**src/rtl/tod_pkg.sv**
```systemverilog
package tod_pkg;

    // Action codes carried in bits [5:3] of the command register
    localparam logic [2:0] CODE_IDLE  = 3'd0;
    localparam logic [2:0] CODE_LOAD  = 3'd1;
    localparam logic [2:0] CODE_SAVE  = 3'd2;
    localparam logic [2:0] CODE_DELTA = 3'd4;

    // Byte offsets of the register bank
    localparam logic [7:0] OFS_CMD    = 8'h00;
    localparam logic [7:0] OFS_SEC_HI = 8'h04;
    localparam logic [7:0] OFS_SEC_LO = 8'h08;
    localparam logic [7:0] OFS_NSEC   = 8'h0C;

    // Bit positions inside the command register
    localparam int CODE_LSB = 3;
    localparam int DOM_BIT  = 0;
    localparam int SYNC_BIT = 2;

    typedef enum logic [1:0] {
        ST_IDLE,
        ST_LOAD,
        ST_SAVE,
        ST_DELTA
    } tod_state_e;

endpackage

```
**src/rtl/tod_ctrl.sv**
```systemverilog
module tod_ctrl
    import tod_pkg::*;
(
    input  logic       clk,
    input  logic       rst_n,
    input  logic       cmd_wr,
    input  logic [2:0] cmd_code,
    input  logic       cmd_dom,
    input  logic       cmd_sync,
    output logic       do_load,
    output logic       do_save,
    output logic       do_delta,
    output logic [2:0] code_rd,
    output logic       dom_q,
    output logic       sync_q
);

    tod_state_e state, nxt;
    logic       acting;

    always_comb begin
        acting = (cmd_code == CODE_LOAD) || (cmd_code == CODE_SAVE) ||
                 (cmd_code == CODE_DELTA);
    end

    // Next-state logic: any acting command is taken from every state
    always_comb begin
        nxt = ST_IDLE;
        if (cmd_wr) begin
            unique case (cmd_code)
                CODE_LOAD:  nxt = ST_LOAD;
                CODE_SAVE:  nxt = ST_SAVE;
                CODE_DELTA: nxt = ST_DELTA;
                default:    nxt = ST_IDLE;
            endcase
        end
    end

    // State register
    always_ff @(posedge clk) begin
        if (!rst_n) state <= ST_IDLE;
        else        state <= nxt;
    end

    // Domain and sync flags: stored on inert writes, cleared by actions
    always_ff @(posedge clk) begin
        if (!rst_n) begin
            dom_q  <= 1'b0;
            sync_q <= 1'b0;
        end else if (cmd_wr) begin
            dom_q  <= acting ? 1'b0 : cmd_dom;
            sync_q <= acting ? 1'b0 : cmd_sync;
        end
    end

    // Output decode
    always_comb begin
        do_load  = 1'b0;
        do_save  = 1'b0;
        do_delta = 1'b0;
        code_rd  = CODE_IDLE;
        unique case (state)
            ST_IDLE:  ;
            ST_LOAD:  begin do_load  = 1'b1; code_rd = CODE_LOAD;  end
            ST_SAVE:  begin do_save  = 1'b1; code_rd = CODE_SAVE;  end
            ST_DELTA: begin do_delta = 1'b1; code_rd = CODE_DELTA; end
        endcase
    end


    action_return_chk: assert property (@(posedge clk) disable iff (!rst_n)
        (code_rd != CODE_IDLE && !cmd_wr) |=> (code_rd == CODE_IDLE));


    flag_clear_chk: assert property (@(posedge clk) disable iff (!rst_n)
        (cmd_wr && cmd_code == CODE_LOAD) |=> (!dom_q && !sync_q && do_load));

endmodule

```
**src/rtl/tod_regs.sv**
```systemverilog
module tod_regs
    import tod_pkg::*;
#(
    parameter int SEC_W  = 48,
    parameter int NS_W   = 30,
    parameter int DATA_W = 32,
    parameter int ADDR_W = 8
) (
    input  logic              clk,
    input  logic              rst_n,
    input  logic              wr,
    input  logic [ADDR_W-1:0] addr,
    input  logic [DATA_W-1:0] wdata,
    input  logic              do_save,
    input  logic [SEC_W-1:0]  live_sec,
    input  logic [NS_W-1:0]   live_ns,
    input  logic [2:0]        code_rd,
    input  logic              dom_q,
    input  logic              sync_q,
    output logic [DATA_W-1:0] rdata,
    output logic [SEC_W-1:0]  stg_sec,
    output logic [DATA_W-1:0] stg_ns
);

    localparam int LO_W = DATA_W;
    localparam int HI_W = SEC_W - LO_W;

    logic [HI_W-1:0]   sec_hi;
    logic [LO_W-1:0]   sec_lo;
    logic [DATA_W-1:0] ns_q;

    // A snapshot wins over a register write in the same cycle
    always_ff @(posedge clk) begin
        if (!rst_n) begin
            sec_hi <= '0;
            sec_lo <= '0;
            ns_q   <= '0;
        end else if (do_save) begin
            sec_hi <= live_sec[SEC_W-1:LO_W];
            sec_lo <= live_sec[LO_W-1:0];
            ns_q   <= DATA_W'(live_ns);
        end else if (wr) begin
            if (addr == ADDR_W'(OFS_SEC_HI)) sec_hi <= wdata[HI_W-1:0];
            if (addr == ADDR_W'(OFS_SEC_LO)) sec_lo <= wdata;
            if (addr == ADDR_W'(OFS_NSEC))   ns_q   <= wdata;
        end
    end

    always_comb begin
        stg_sec = {sec_hi, sec_lo};
        stg_ns  = ns_q;
    end

    always_comb begin
        rdata = '0;
        if (addr == ADDR_W'(OFS_CMD)) begin
            rdata[CODE_LSB +: 3] = code_rd;
            rdata[SYNC_BIT]      = sync_q;
            rdata[DOM_BIT]       = dom_q;
        end else if (addr == ADDR_W'(OFS_SEC_HI)) begin
            rdata = DATA_W'(sec_hi);
        end else if (addr == ADDR_W'(OFS_SEC_LO)) begin
            rdata = sec_lo;
        end else if (addr == ADDR_W'(OFS_NSEC)) begin
            rdata = ns_q;
        end
    end


    snapshot_capture_chk: assert property (@(posedge clk) disable iff (!rst_n)
        do_save |=> (ns_q == DATA_W'($past(live_ns)) &&
                     {sec_hi, sec_lo} == $past(live_sec)));

endmodule

```
**src/rtl/tod_counter.sv**
```systemverilog
module tod_counter #(
    parameter int SEC_W      = 48,
    parameter int NS_W       = 30,
    parameter int DATA_W     = 32,
    parameter int NS_PER_SEC = 1000000000,
    parameter int NS_STEP    = 8
) (
    input  logic                     clk,
    input  logic                     rst_n,
    input  logic                     do_load,
    input  logic                     do_delta,
    input  logic [SEC_W-1:0]         ld_sec,
    input  logic [DATA_W-1:0]        ld_word,
    input  logic                     corr_valid,
    input  logic                     corr_dir,
    output logic [SEC_W-1:0]         sec_q,
    output logic [NS_W-1:0]          ns_q
);

    localparam int SUM_W = DATA_W + 2;
    localparam logic signed [SUM_W-1:0] SEC_NS  = SUM_W'(NS_PER_SEC);
    localparam logic signed [SUM_W-1:0] HALF_NS = SUM_W'(NS_PER_SEC / 2);
    localparam logic signed [SUM_W-1:0] STEP    = SUM_W'(NS_STEP);

    logic signed [SUM_W-1:0] ns_ext, off_ext, corr_ext, sum;
    logic                    off_ok;
    logic [SEC_W-1:0]        sec_n;
    logic [NS_W-1:0]         ns_n;

    always_comb begin
        ns_ext   = $signed({{(SUM_W-NS_W){1'b0}}, ns_q});
        off_ext  = $signed({{2{ld_word[DATA_W-1]}}, ld_word});
        off_ok   = (off_ext > -HALF_NS) && (off_ext < HALF_NS);
        corr_ext = corr_valid ? (corr_dir ? SUM_W'(1) : {SUM_W{1'b1}}) : '0;
        sum      = ns_ext + STEP + corr_ext + ((do_delta && off_ok) ? off_ext : '0);
        if (sum < 0) begin
            ns_n  = NS_W'(sum + SEC_NS);
            sec_n = sec_q - SEC_W'(1);
        end else if (sum >= SEC_NS) begin
            ns_n  = NS_W'(sum - SEC_NS);
            sec_n = sec_q + SEC_W'(1);
        end else begin
            ns_n  = NS_W'(sum);
            sec_n = sec_q;
        end
    end

    always_ff @(posedge clk) begin
        if (!rst_n) begin
            sec_q <= '0;
            ns_q  <= '0;
        end else if (do_load) begin
            sec_q <= ld_sec;
            ns_q  <= ld_word[NS_W-1:0];
        end else begin
            sec_q <= sec_n;
            ns_q  <= ns_n;
        end
    end


    plain_step_chk: assert property (@(posedge clk) disable iff (!rst_n)
        (!do_load && !do_delta && !corr_valid && 32'(ns_q) < NS_PER_SEC - NS_STEP)
        |=> (32'(ns_q) == 32'($past(ns_q)) + NS_STEP && $stable(sec_q)));


    carry_chk: assert property (@(posedge clk) disable iff (!rst_n)
        (!do_load && !do_delta && !corr_valid &&
         32'(ns_q) >= NS_PER_SEC - NS_STEP && 32'(ns_q) < NS_PER_SEC)
        |=> (sec_q == $past(sec_q) + SEC_W'(1)));


    ns_range_chk: assert property (@(posedge clk) disable iff (!rst_n)
        (!do_load && 32'(ns_q) < NS_PER_SEC) |=> (32'(ns_q) < NS_PER_SEC));


    load_take_chk: assert property (@(posedge clk) disable iff (!rst_n)
        do_load |=> (sec_q == $past(ld_sec) && ns_q == $past(ld_word[NS_W-1:0])));

endmodule

```
**src/rtl/ptp_tod_clock.sv**
```systemverilog
module ptp_tod_clock
    import tod_pkg::*;
#(
    parameter int SEC_W      = 48,
    parameter int NS_W       = 30,
    parameter int DATA_W     = 32,
    parameter int ADDR_W     = 8,
    parameter int NS_PER_SEC = 1000000000,
    parameter int NS_STEP    = 8
) (
    input  logic              clk,
    input  logic              rst_n,
    input  logic              reg_wr,
    input  logic [ADDR_W-1:0] reg_addr,
    input  logic [DATA_W-1:0] reg_wdata,
    output logic [DATA_W-1:0] reg_rdata,
    input  logic              corr_valid,
    input  logic              corr_dir,
    output logic [SEC_W-1:0]  tod_sec,
    output logic [NS_W-1:0]   tod_ns
);

    logic             cmd_wr;
    logic             do_load, do_save, do_delta;
    logic [2:0]       code_rd;
    logic             dom_q, sync_q;
    logic [SEC_W-1:0] stg_sec;
    logic [DATA_W-1:0] stg_ns;

    assign cmd_wr = reg_wr && (reg_addr == ADDR_W'(OFS_CMD));

    tod_ctrl u_ctrl (
        .clk      (clk),
        .rst_n    (rst_n),
        .cmd_wr   (cmd_wr),
        .cmd_code (reg_wdata[CODE_LSB +: 3]),
        .cmd_dom  (reg_wdata[DOM_BIT]),
        .cmd_sync (reg_wdata[SYNC_BIT]),
        .do_load  (do_load),
        .do_save  (do_save),
        .do_delta (do_delta),
        .code_rd  (code_rd),
        .dom_q    (dom_q),
        .sync_q   (sync_q)
    );

    tod_regs #(
        .SEC_W (SEC_W), .NS_W (NS_W), .DATA_W (DATA_W), .ADDR_W (ADDR_W)
    ) u_regs (
        .clk      (clk),
        .rst_n    (rst_n),
        .wr       (reg_wr),
        .addr     (reg_addr),
        .wdata    (reg_wdata),
        .do_save  (do_save),
        .live_sec (tod_sec),
        .live_ns  (tod_ns),
        .code_rd  (code_rd),
        .dom_q    (dom_q),
        .sync_q   (sync_q),
        .rdata    (reg_rdata),
        .stg_sec  (stg_sec),
        .stg_ns   (stg_ns)
    );

    tod_counter #(
        .SEC_W (SEC_W), .NS_W (NS_W), .DATA_W (DATA_W),
        .NS_PER_SEC (NS_PER_SEC), .NS_STEP (NS_STEP)
    ) u_cnt (
        .clk        (clk),
        .rst_n      (rst_n),
        .do_load    (do_load),
        .do_delta   (do_delta),
        .ld_sec     (stg_sec),
        .ld_word    (stg_ns),
        .corr_valid (corr_valid),
        .corr_dir   (corr_dir),
        .sec_q      (tod_sec),
        .ns_q       (tod_ns)
    );

endmodule

```
**config.mk**
```make
export PLATFORM = sky130hd
export DESIGN_NAME = ptp_tod_clock
export DESIGN_NICKNAME = d
export VERILOG_FILES = /design/src/rtl/tod_pkg.sv /design/src/rtl/tod_ctrl.sv /design/src/rtl/tod_regs.sv /design/src/rtl/tod_counter.sv /design/src/rtl/ptp_tod_clock.sv
export SDC_FILE = /design/constraint.sdc
export NUM_CORES = 1
export LEC_CHECK = 0
export ABC_AREA = 0
export BUFFER_PORTS_ARGS = -buffer_cell sky130_fd_sc_hd__clkbuf_2
export CAP_MARGIN = 20
export CORE_MARGIN = 2
export CORE_UTILIZATION = 49
export CTS_CLUSTER_DIAMETER = 40
export DETAILED_ROUTE_END_ITERATION = 10
export GPL_ROUTABILITY_DRIVEN = 1
export GPL_TIMING_DRIVEN = 0
export PLACE_DENSITY = 0.68
export SLEW_MARGIN = 20
export SYNTH_ARGS = -nofsm -noshare
export SYNTH_HDL_FRONTEND = slang
export SYNTH_HIERARCHICAL = 1
export SYNTH_SLANG_ARGS = --single-unit
```
**constraint.sdc**
```tcl
create_clock -name clk -period 16.5 [get_ports clk]
set_input_delay 0.825 -clock clk [delete_from_list [all_inputs] [get_ports clk]]
set_output_delay 0.825 -clock clk [all_outputs]
set_load 0.005 [all_outputs]
```
==> results of run 1 <==
-- final cells by class --
class | instances | area (µm²) | area share [%]
multi-input combinational | 1589 | 11600 | 65.3
sequential | 162 | 3240 | 18.3
clock buffer | 21 | 470 | 2.65
timing repair buffer | 155 | 791 | 4.45
clock inverter | 10 | 148 | 0.832
buffer | 151 | 692 | 3.90
inverter | 83 | 312 | 1.75
tap | 402 | 503 | 2.83
-- cells in the final DEF, fill, tap and decap left out, drive strengths merged, types with 8 or more instances in the layout --
cell	n
ha	118
xnor2	47
a22oi	14
nand4	90
a2111oi	8
a21o	52
and3	21
o31ai	56
nor2b	13
nand2b	8
fa	33
nor3	38
mux2	41
buf	54
dfxtp	162
nor2	118
nand3	42
o21a	17
and2	22
o21ai	155
inv	84
a21oi	122
a211oi	27
or3	14
or2	10
a31oi	82
nor4	13
clkbuf	273
nand3b	8
nand2	170
o211ai	23
mux2i	57
o211a	35
xor2	17
-- state kept, by name, summed over array words and instances (netlist names) --
register and flops:
u_cnt/ns_q 30, u_cnt/sec_q 48, u_ctrl/dom_q 1, u_ctrl/state 2
u_ctrl/sync_q 1, u_regs/sec_hi 16, u_regs/sec_lo 32, u_regs/stg_ns 32
-- layer usage --
| metal | track usage (%) | part of all wire (%) |
|---|---|---|
| met2 | 60.5 | 47 |
| met5 | 0 | 0 |
| met3 | 4.75 | 6.7 |
| met1 | 43.6 | 40 |
| met4 | 18.3 | 5.4 |
-- cell families (layout without fill, tap and decap cells) --
group | after synthesis | after routing | synth area share [%]
compound gates | 675 | 675 | 29.6
simple gates | 596 | 596 | 19.2
buf+inv | 234 | 420 | 6.32
flops | 162 | 162 | 20.5
fa+ha+maj | 151 | 151 | 13.5
mux | 103 | 103 | 7.23
xor+xnor | 64 | 64 | 3.59
-- tightest hold or removal path, cell delays in order (launching register included) --
cell and delay (ns):
dfxtp_1 0.31, nand2_1 0.05, o21ai_1 0.05
-- path summary, 6_finish.rpt --
| path | from | end | slack, ns | cells past startpoint |
|---|---|---|---|---|
| max | u_regs/stg_ns[8] | u_cnt/sec_q[47] | 5.56 | 37 |
| max reg2reg | u_regs/stg_ns[8] | u_cnt/sec_q[47] | 5.56 | 37 |
| min reg2reg | u_ctrl/dom_q | u_ctrl/dom_q | 0.46 | 2 |
| min | u_ctrl/dom_q | u_ctrl/dom_q | 0.46 | 2 |
-- per-stage QoR --
| step | hold slack [ns] | total power [mW] |
|---|---|---|
| CTS | 0.458 | 2.52 |
| global route | 0.473 | 2.74 |
| finish | 0.460 | 2.55 |
| detailed placement | 0.450 | 2.09 |
| global placement | 0.438 | 2.08 |
| floorplan | 0.422 | 1.66 |
-- where the power goes --
part           switching, mW  internal, mW
clock network          0.173         0.251
registers              0.127         0.471
logic                  0.907         0.619
==> flow_summary.yaml, run 1 <==
route:
  drt_iter0_markers: 1581
  routedWlPerCell_um: 23.5
  antenna_left: 0
  route.detailed.drc: 0
  vias: 16500
  drt_wl_total_um: 60500
  via_per_inst: 6.43
  dr.pass1.iters: 6
die:
  die_h_um: 184
  core_um2: 31700
  dieArea_um2: 33800
  io_pins: 155
  fp.dieW_um: 184
  start_util_pct: 49.9
  rows: 65
cts:
  holdBufCountCts: 0
  clkTransAtPathRegs_ns: 0.07
  root_buffer: "clkbuf_16"
  clock_path_buffers: 2
  cts_buffers: 17
  clock_latency_ns: 0.45
  cts.htree.levels: 4
  post_cts_buffers: 0
  cts_tree: "built"
  cts_resized: 0
  cts_sinks: 162
critical_path:
  critPathBufInv: 6
  critical_path_arrival_ns: 11.25
  slowest_delay_ns: 0.70
  cp_slowest_cell: "buf_4"
  crit_fanout: 61
  startpoint_type: "flip-flop"
  cpLargestDelayFamily: "compound AO/OA/AOI/OAI gates"
  criticalPathCategory: "flip-flop to flip-flop"
  worstPathRequired_ns: 16.81
  cp-end-kind: "flip-flop"
synthesis:
  synth-seq-area-share_pct: 20.5
  synth.most_common_cell: "nand2_1"
  syn-instance-count: 1985
  synth-edff-count: 0
  synthArstFlopShare_pct: 0
  synth_top_area_share_pct: 20.5
  synth_area_leaders: "dfxtp_1, ha_1, o21ai_0"
  synth_common_cells: "nand2_1, dfxtp_1, o21ai_0, ha_1, nor2_1"
  synth.largest_area_cell: "dfxtp_1"
  ys_seq_elements: 162
  ys_warn_count: 6
  syn-cell-area_um2: 15800
  syn-num-nets: 2181
  ys_types: 109
  synth.avg_cell_area_um2: 7.98
  synth_top_flop_cell: "dfxtp_1"
placement:
  dpl.cell_count: 2542
  dp_hpwl_um: 48700
  io_buffer_count: 154
  dp_slack_ns: 5.81
  routabilityCongestion: 0.977
  dpl_cell_area_um2: 17100
global_routing:
  grt_usage_pct: 35.4
  grt_first_pass_wirelength_um: 91600
  grt_max_degree: 62
  overflow: 0
  grt_pass1_vias: 15900
  grt_antenna_before_repair: 0
sta:
  setup_tns_ns: 0
  relSlewSlack_pct: 27.5
  finalSetupViolCount: 0
  drv_slew: 0
  fin_ws_ns: 5.56
  hold_violations: 0
  fin_crit_ns: 10.94
  skew_ns: 0.00892
  grt_setup_unrepaired: "no"
  fmax_mhz: 91.4
  worst_slew_pin_slew_ns: 1.09
  fin_crit_sh_pct: 66.3
pwr:
  powerDensity_nw_per_um2: 144
  peakVddDrop_mv: 0.0779
  leakage_nw: 7.90
final_layout:
  diodes: 0
  areaGrowthSynthToFinish_pct: 12.1
  final_area_um2: 17800
  drive_gt1_share_pct: 16.1
  n_fill_cell: 3092
  final_util_pct: 56.0
  nets: 2355
  fin_cells: 2573
run_status:
  outcome: "complete, no violations"
run:
  drv_cap: 0
worst_hold_path:
  hold_path.class: "flip-flop to flip-flop"
Note: power is estimated with default switching activity, not from simulation.
==> run 2, diff against run 1 <==
==> constraint.sdc (replaced) <==
create_clock -name clk -period 10.45 [get_ports clk]
set_input_delay 0.5225 -clock clk [delete_from_list [all_inputs] [get_ports clk]]
set_output_delay 0.5225 -clock clk [all_outputs]
set_load 0.005 [all_outputs]
==> run 2 against run 1 <==
  * Register-to-register slack worse by 5.0 ns
  * Sequential power up 58%
  * Core utilization grew 0.055 points
  * Wire length rose by 0.13%
  * Total power is 58% higher
  * Setup slack got worse by 5.0 ns
  * Die area unchanged
  * Cell area about the same
  * Count of clock-buffer cells in the layout did not move
  * Cell count unchanged
  * Critical endpoint unchanged
  * Largest power group unchanged
  * Highest routed layer unchanged
==> flow_summary.yaml, run 2 (synthesis gave the netlist of run 1 again) <==
sta:
  fmax_mhz: 101
  worst_slew_pin_slew_ns: 1.08
  drv_slew: 0
  fin_crit_sh_pct: 94.9
  fin_crit_ns: 9.92
  fin_hold_ws_ns: 0.363
  grt_setup_unrepaired: "no"
  hold_violations: 0
  skew_ns: 0.00859
  setup_tns_ns: 0
  fin_ws_ns: 0.531
  relSlewSlack_pct: 27.9
  finalSetupViolCount: 0
placement:
  dpl_cell_area_um2: 17100
  dp_slack_ns: -0.242
  routabilityCongestion: 0.977
  dp_hpwl_um: 48700
  io_buffer_count: 154
  dpl.cell_count: 2542
pwr:
  p_sw_mw: 1.91
  powerDensity_nw_per_um2: 226
  finalPower_mw: 4.02
  pwr-share-clk_pct: 16.7
  intPower_mw: 2.12
  pwr-share-comb_pct: 59.9
  peakVddDrop_mv: 0.123
  p_sw_share_pct: 47.4
  p_seq_share_pct: 23.5
  leakage_nw: 7.91
final_layout:
  largest_reg_flops: 48
  mostFrequentLayoutCells: "nand2_1, dfxtp_1, clkbuf_2, o21ai_0, ha_1"
  n_fill_cell: 3087
  layout_commonest_cell: "nand2_1"
  areaGrowthSynthToFinish_pct: 12.2
  top_register: "u_cnt/sec_q"
  fin_cells: 2573
  multi_input_area_um2: 11600
  drive_gt1_share_pct: 16.3
  nets: 2354
  final_area_um2: 17800
  final_util_pct: 56.0
  seq_area_um2: 3240
cts:
  cts.htree.levels: 4
  cts_tree: "built"
  cts_sinks: 162
  clock_latency_ns: 0.45
  clock_path_buffers: 2
  root_buffer: "clkbuf_16"
  clkTransAtPathRegs_ns: 0.07
  cts_buffers: 17
global_routing:
  grt_max_degree: 62
  grt_first_pass_wirelength_um: 91600
  grt_usage_pct: 35.4
  overflow: 0
  grt_pass1_vias: 15900
  grt_antenna_before_repair: 0
critical_path:
  criticalPathCategory: "flip-flop to flip-flop"
  rrSetupSlack_ns: 0.53
  cp-end-kind: "flip-flop"
  worstPathRequired_ns: 10.77
  startpoint_type: "flip-flop"
  critical_path_arrival_ns: 10.23
  crit_fanout: 61
  slowest_delay_ns: 0.53
  cp_slowest_cell: "o41ai_1"
  cp_common_cell: "a21oi_1"
die:
  rows: 65
  dieArea_um2: 33800
  start_util_pct: 49.9
  die_h_um: 184
  core_um2: 31700
  fp.dieW_um: 184
  io_pins: 155
route:
  via_per_inst: 6.47
  route.detailed.drc: 0
  routedWlPerCell_um: 23.5
  drt_iter0_markers: 1582
  vias: 16700
  antenna_left: 0
  dr.pass1.iters: 6
  drt_wl_total_um: 60600
run:
  drv_cap: 0
run_status:
  outcome: "complete, no violations"
worst_hold_path:
  hold_path.class: "primary input to flip-flop"
## run 2: layer usage
metal | part of all wire [%] | global-route usage (%) | vias to the layer above
li1 | - | - | 7822
met1 | 40 | 43.5 | 7893
met2 | 48 | 60.6 | 772
met3 | 7.0 | 4.87 | 164
met4 | 5.1 | 18.1 | 0
met5 | 0 | 0 | -
## run 2: path summary, 6_finish.rpt
path,cells after the start,endpoint,start
min reg2reg,2,u_ctrl/dom_q,u_ctrl/dom_q
max reg2reg,36,u_cnt/sec_q[47],u_regs/stg_ns[8]
min,2,u_regs/stg_ns[30],reg_wdata[30]
max,36,u_cnt/sec_q[47],u_regs/stg_ns[8]
## run 2: what timing repair did
action | in CTS | in global routing
gates resized for setup | 2 | 11
hold buffers | 0 | 0
buffers inserted | 0 | 0
hold endpoints to repair | 0 | 0
endpoints found under the setup margin | 1 | 10
## run 2: final cells by class
class                           count  share of cell area (%)
Multi-Input combinational cell   1589                    65.3
Sequential cell                   162                    18.2
Timing Repair Buffer              155                    4.45
Inverter                           83                    1.75
Tap cell                          402                    2.83
Clock buffer                       21                    2.65
Antenna cell                        1                  0.0141
Buffer                            150                    3.96
Clock inverter                     10                   0.831
## run 2: worst max-delay path, delay by kind of cell (launching register included)
| kind | cells | cell delay [ns] |
|---|---|---|
| adder cells (fa/ha/maj) | 4 | 1.47 |
| multiplexers | 1 | 0.15 |
| XOR/XNOR | 1 | 0.16 |
| AND/OR/NAND/NOR | 8 | 1.84 |
| AO/OA/AOI/OAI | 17 | 4.26 |
| flip-flops | 1 | 0.39 |
| buffers and inverters | 5 | 1.45 |
## run 2: power groups by stage
stage,combinational [mW],clock (mW),sequential (mW)
floorplan,1.75,0,0.874
global placement,2.33,0,0.950
detailed placement,2.35,0,0.953
CTS,2.37,0.668,0.939
global route,2.67,0.697,0.959
finish,2.41,0.672,0.944
==> run 3, diff against run 2 <==
--- a/config.mk
+++ b/config.mk
@@ -10,6 +10,7 @@
 export CAP_MARGIN = 20
 export CORE_MARGIN = 2
 export CORE_UTILIZATION = 49
+export CTS_BUF_LIST = sky130_fd_sc_hd__clkbuf_16
 export CTS_CLUSTER_DIAMETER = 40
 export DETAILED_ROUTE_END_ITERATION = 10
 export GPL_ROUTABILITY_DRIVEN = 1
==> run 3 against run 2 <==
  * Total power decreased by 0.49%
  * Maximum frequency is 0.10% lower
  * First-iteration DRC count rose by 2.0%
  * Non-clock buffer count unchanged
  * Highest routed layer unchanged
  * Sequential share of layout area barely moved
  * Clock power is 3.7% lower
  * Global-route usage about the same
  * Via count is 0.49% lower
  * Clock skew is essentially flat
==> flow_summary.yaml, run 3 (synthesis gave the netlist of run 1 again) <==
cts:
  root_buffer: "clkbuf_16"
  cts_sinks: 162
  clock_path_buffers: 2
  clkTransAtPathRegs_ns: 0.07
  cts_tree: "built"
  cts_buffers: 17
  cts.htree.levels: 4
  post_cts_buffers: 0
  clock_latency_ns: 0.45
final_layout:
  nets: 2354
  largest_reg_flops: 48
  drive_gt1_share_pct: 16.1
  areaGrowthSynthToFinish_pct: 12.0
  top_register: "u_cnt/sec_q"
  mostFrequentLayoutCells: "nand2_1, dfxtp_1, clkbuf_2, o21ai_0, ha_1"
  layout_commonest_cell: "nand2_1"
critical_path:
  setup.worst_path.end: "u_cnt/sec_q[47]"
  cp_common_cell: "a21oi_1"
  critical_path_arrival_ns: 10.24
  r2r_end: "u_cnt/sec_q[47]"
  slowest_delay_ns: 0.53
  rrSetupSlack_ns: 0.52
  r2r-start: "u_regs/stg_ns[8]"
  worstPathRequired_ns: 10.76
  reg2reg_depth: 36
  criticalPathCategory: "flip-flop to flip-flop"
  crit_fanout: 61
  cp-end-kind: "flip-flop"
  crit_start: "u_regs/stg_ns[8]"
  startpoint_type: "flip-flop"
  cp_slowest_cell: "o41ai_1"
pwr:
  pwr-share-clk_pct: 16.2
  p_sw_mw: 1.91
  p_seq_share_pct: 23.6
  intPower_mw: 2.09
  leakage_nw: 7.90
  powerDensity_nw_per_um2: 226
  p_sw_share_pct: 47.7
  finalPower_mw: 4.00
  peakVddDrop_mv: 0.122
  pwr-share-comb_pct: 60.3
sta:
  worst_slew_pin_slew_ns: 1.06
  finalSetupViolCount: 0
  fin_crit_ns: 9.93
  grt_setup_unrepaired: "no"
  relSlewSlack_pct: 29.5
  fin_ws_ns: 0.521
  drv_slew: 0
  fmax_mhz: 101
  fin_crit_sh_pct: 95.0
  hold_violations: 0
  skew_ns: 0.00855
route:
  vias: 16600
  antenna_left: 0
  routedWlPerCell_um: 23.5
  drt_wl_total_um: 60500
  route.detailed.drc: 0
  dr.pass1.iters: 6
  via_per_inst: 6.44
  drt_iter0_markers: 1614
die:
  dieArea_um2: 33800
  rows: 65
  die_h_um: 184
  start_util_pct: 49.9
  fp.dieW_um: 184
  core_um2: 31700
  io_pins: 155
placement:
  routabilityCongestion: 0.977
  dp_slack_ns: -0.242
  dp_hpwl_um: 48700
  io_buffer_count: 154
worst_hold_path:
  holdPathStages: 2
  hold_path.class: "primary input to flip-flop"
run:
  drv_cap: 0
global_routing:
  grt_first_pass_wirelength_um: 91400
  grt_usage_pct: 35.4
  grt.met1_usage_pct: 43.5
  grt_max_degree: 62
  overflow: 0
  grt_antenna_before_repair: 0
  use_met3_pct: 4.89
  grt_pass1_vias: 15900
  busiest_layer: "met2"
  grt_use_met2_pct: 60.5
run_status:
  outcome: "complete, no violations"
[run 3: changes by cell type in the layout (fill, tap and decap cells not counted), sizes merged]
cell / change
inv: +1
clkbuf: -4
clkinv: +3
[run 3: layout make-up]
cell class,count,area (µm²)
Multi-Input combinational cell,1589,11600
Clock inverter,14,163
Buffer,150,704
Tap cell,402,503
Clock buffer,17,425
Sequential cell,162,3240
Inverter,83,312
Fill cell,3087,14000
Antenna cell,1,2.50
Timing Repair Buffer,155,791
[run 3: worst min path at each step]
stage / startpoint / endpoint / slack (ns)
floorplan: u_ctrl/sync_q / u_ctrl/sync_q / 0.42
global placement: u_ctrl/sync_q / u_ctrl/sync_q / 0.44
detailed placement: u_ctrl/dom_q / u_ctrl/dom_q / 0.45
CTS: reg_wdata[31] / u_regs/stg_ns[31] / 0.36
global route: reg_wdata[30] / u_regs/stg_ns[30] / 0.35
finish: reg_wdata[31] / u_regs/stg_ns[31] / 0.36
[run 3: worst max-delay path: cells and delay by family (launching register included)]
kind,cells,cell delay (ns)
AOI/OAI and AO/OA,17,4.30
xor gates and xnor gates,1,0.15
adders and majority gates,4,1.46
buffers and inverters,5,1.38
DFF,1,0.49
muxes,1,0.16
and+or+nand+nor,8,1.75
[run 3: repair_timing]
action                     4_1_cts  5_1_grt
setup endpoints to repair        1       10
hold buffers                     0        0
pin swaps                        0        0
resized for setup                2       11
[run 3: layer usage]
metal | up-vias | wire [µm]
li1 | 7810 | -
met1 | 7832 | 24400
met2 | 759 | 28900
met3 | 169 | 4170
met4 | 0 | 3050
met5 | - | 0
[run 3: power groups by stage]
stage / combinational, mW / sequential [mW] / clock [mW]
after floorplan: 1.75 / 0.874 / 0
after global placement: 2.33 / 0.950 / 0
after detailed placement: 2.35 / 0.953 / 0
after CTS: 2.37 / 0.939 / 0.645
after global routing: 2.67 / 0.959 / 0.672
final: 2.41 / 0.944 / 0.647
[run 3: metrics by stage]
stage,setup TNS (ns),cell area (µm²),utilization (%),instances,hold WS (ns)
2_1_floorplan,0,15800,-,1985,0.422
3_3_place_gp,-9.33,17100,53.9,2541,0.438
3_5_place_dp,-0.242,17100,54.0,2542,0.450
4_1_cts,0,17700,55.9,2573,0.363
5_1_grt,0,17700,55.9,2572,0.353
6_report,0,17700,55.9,2573,0.361
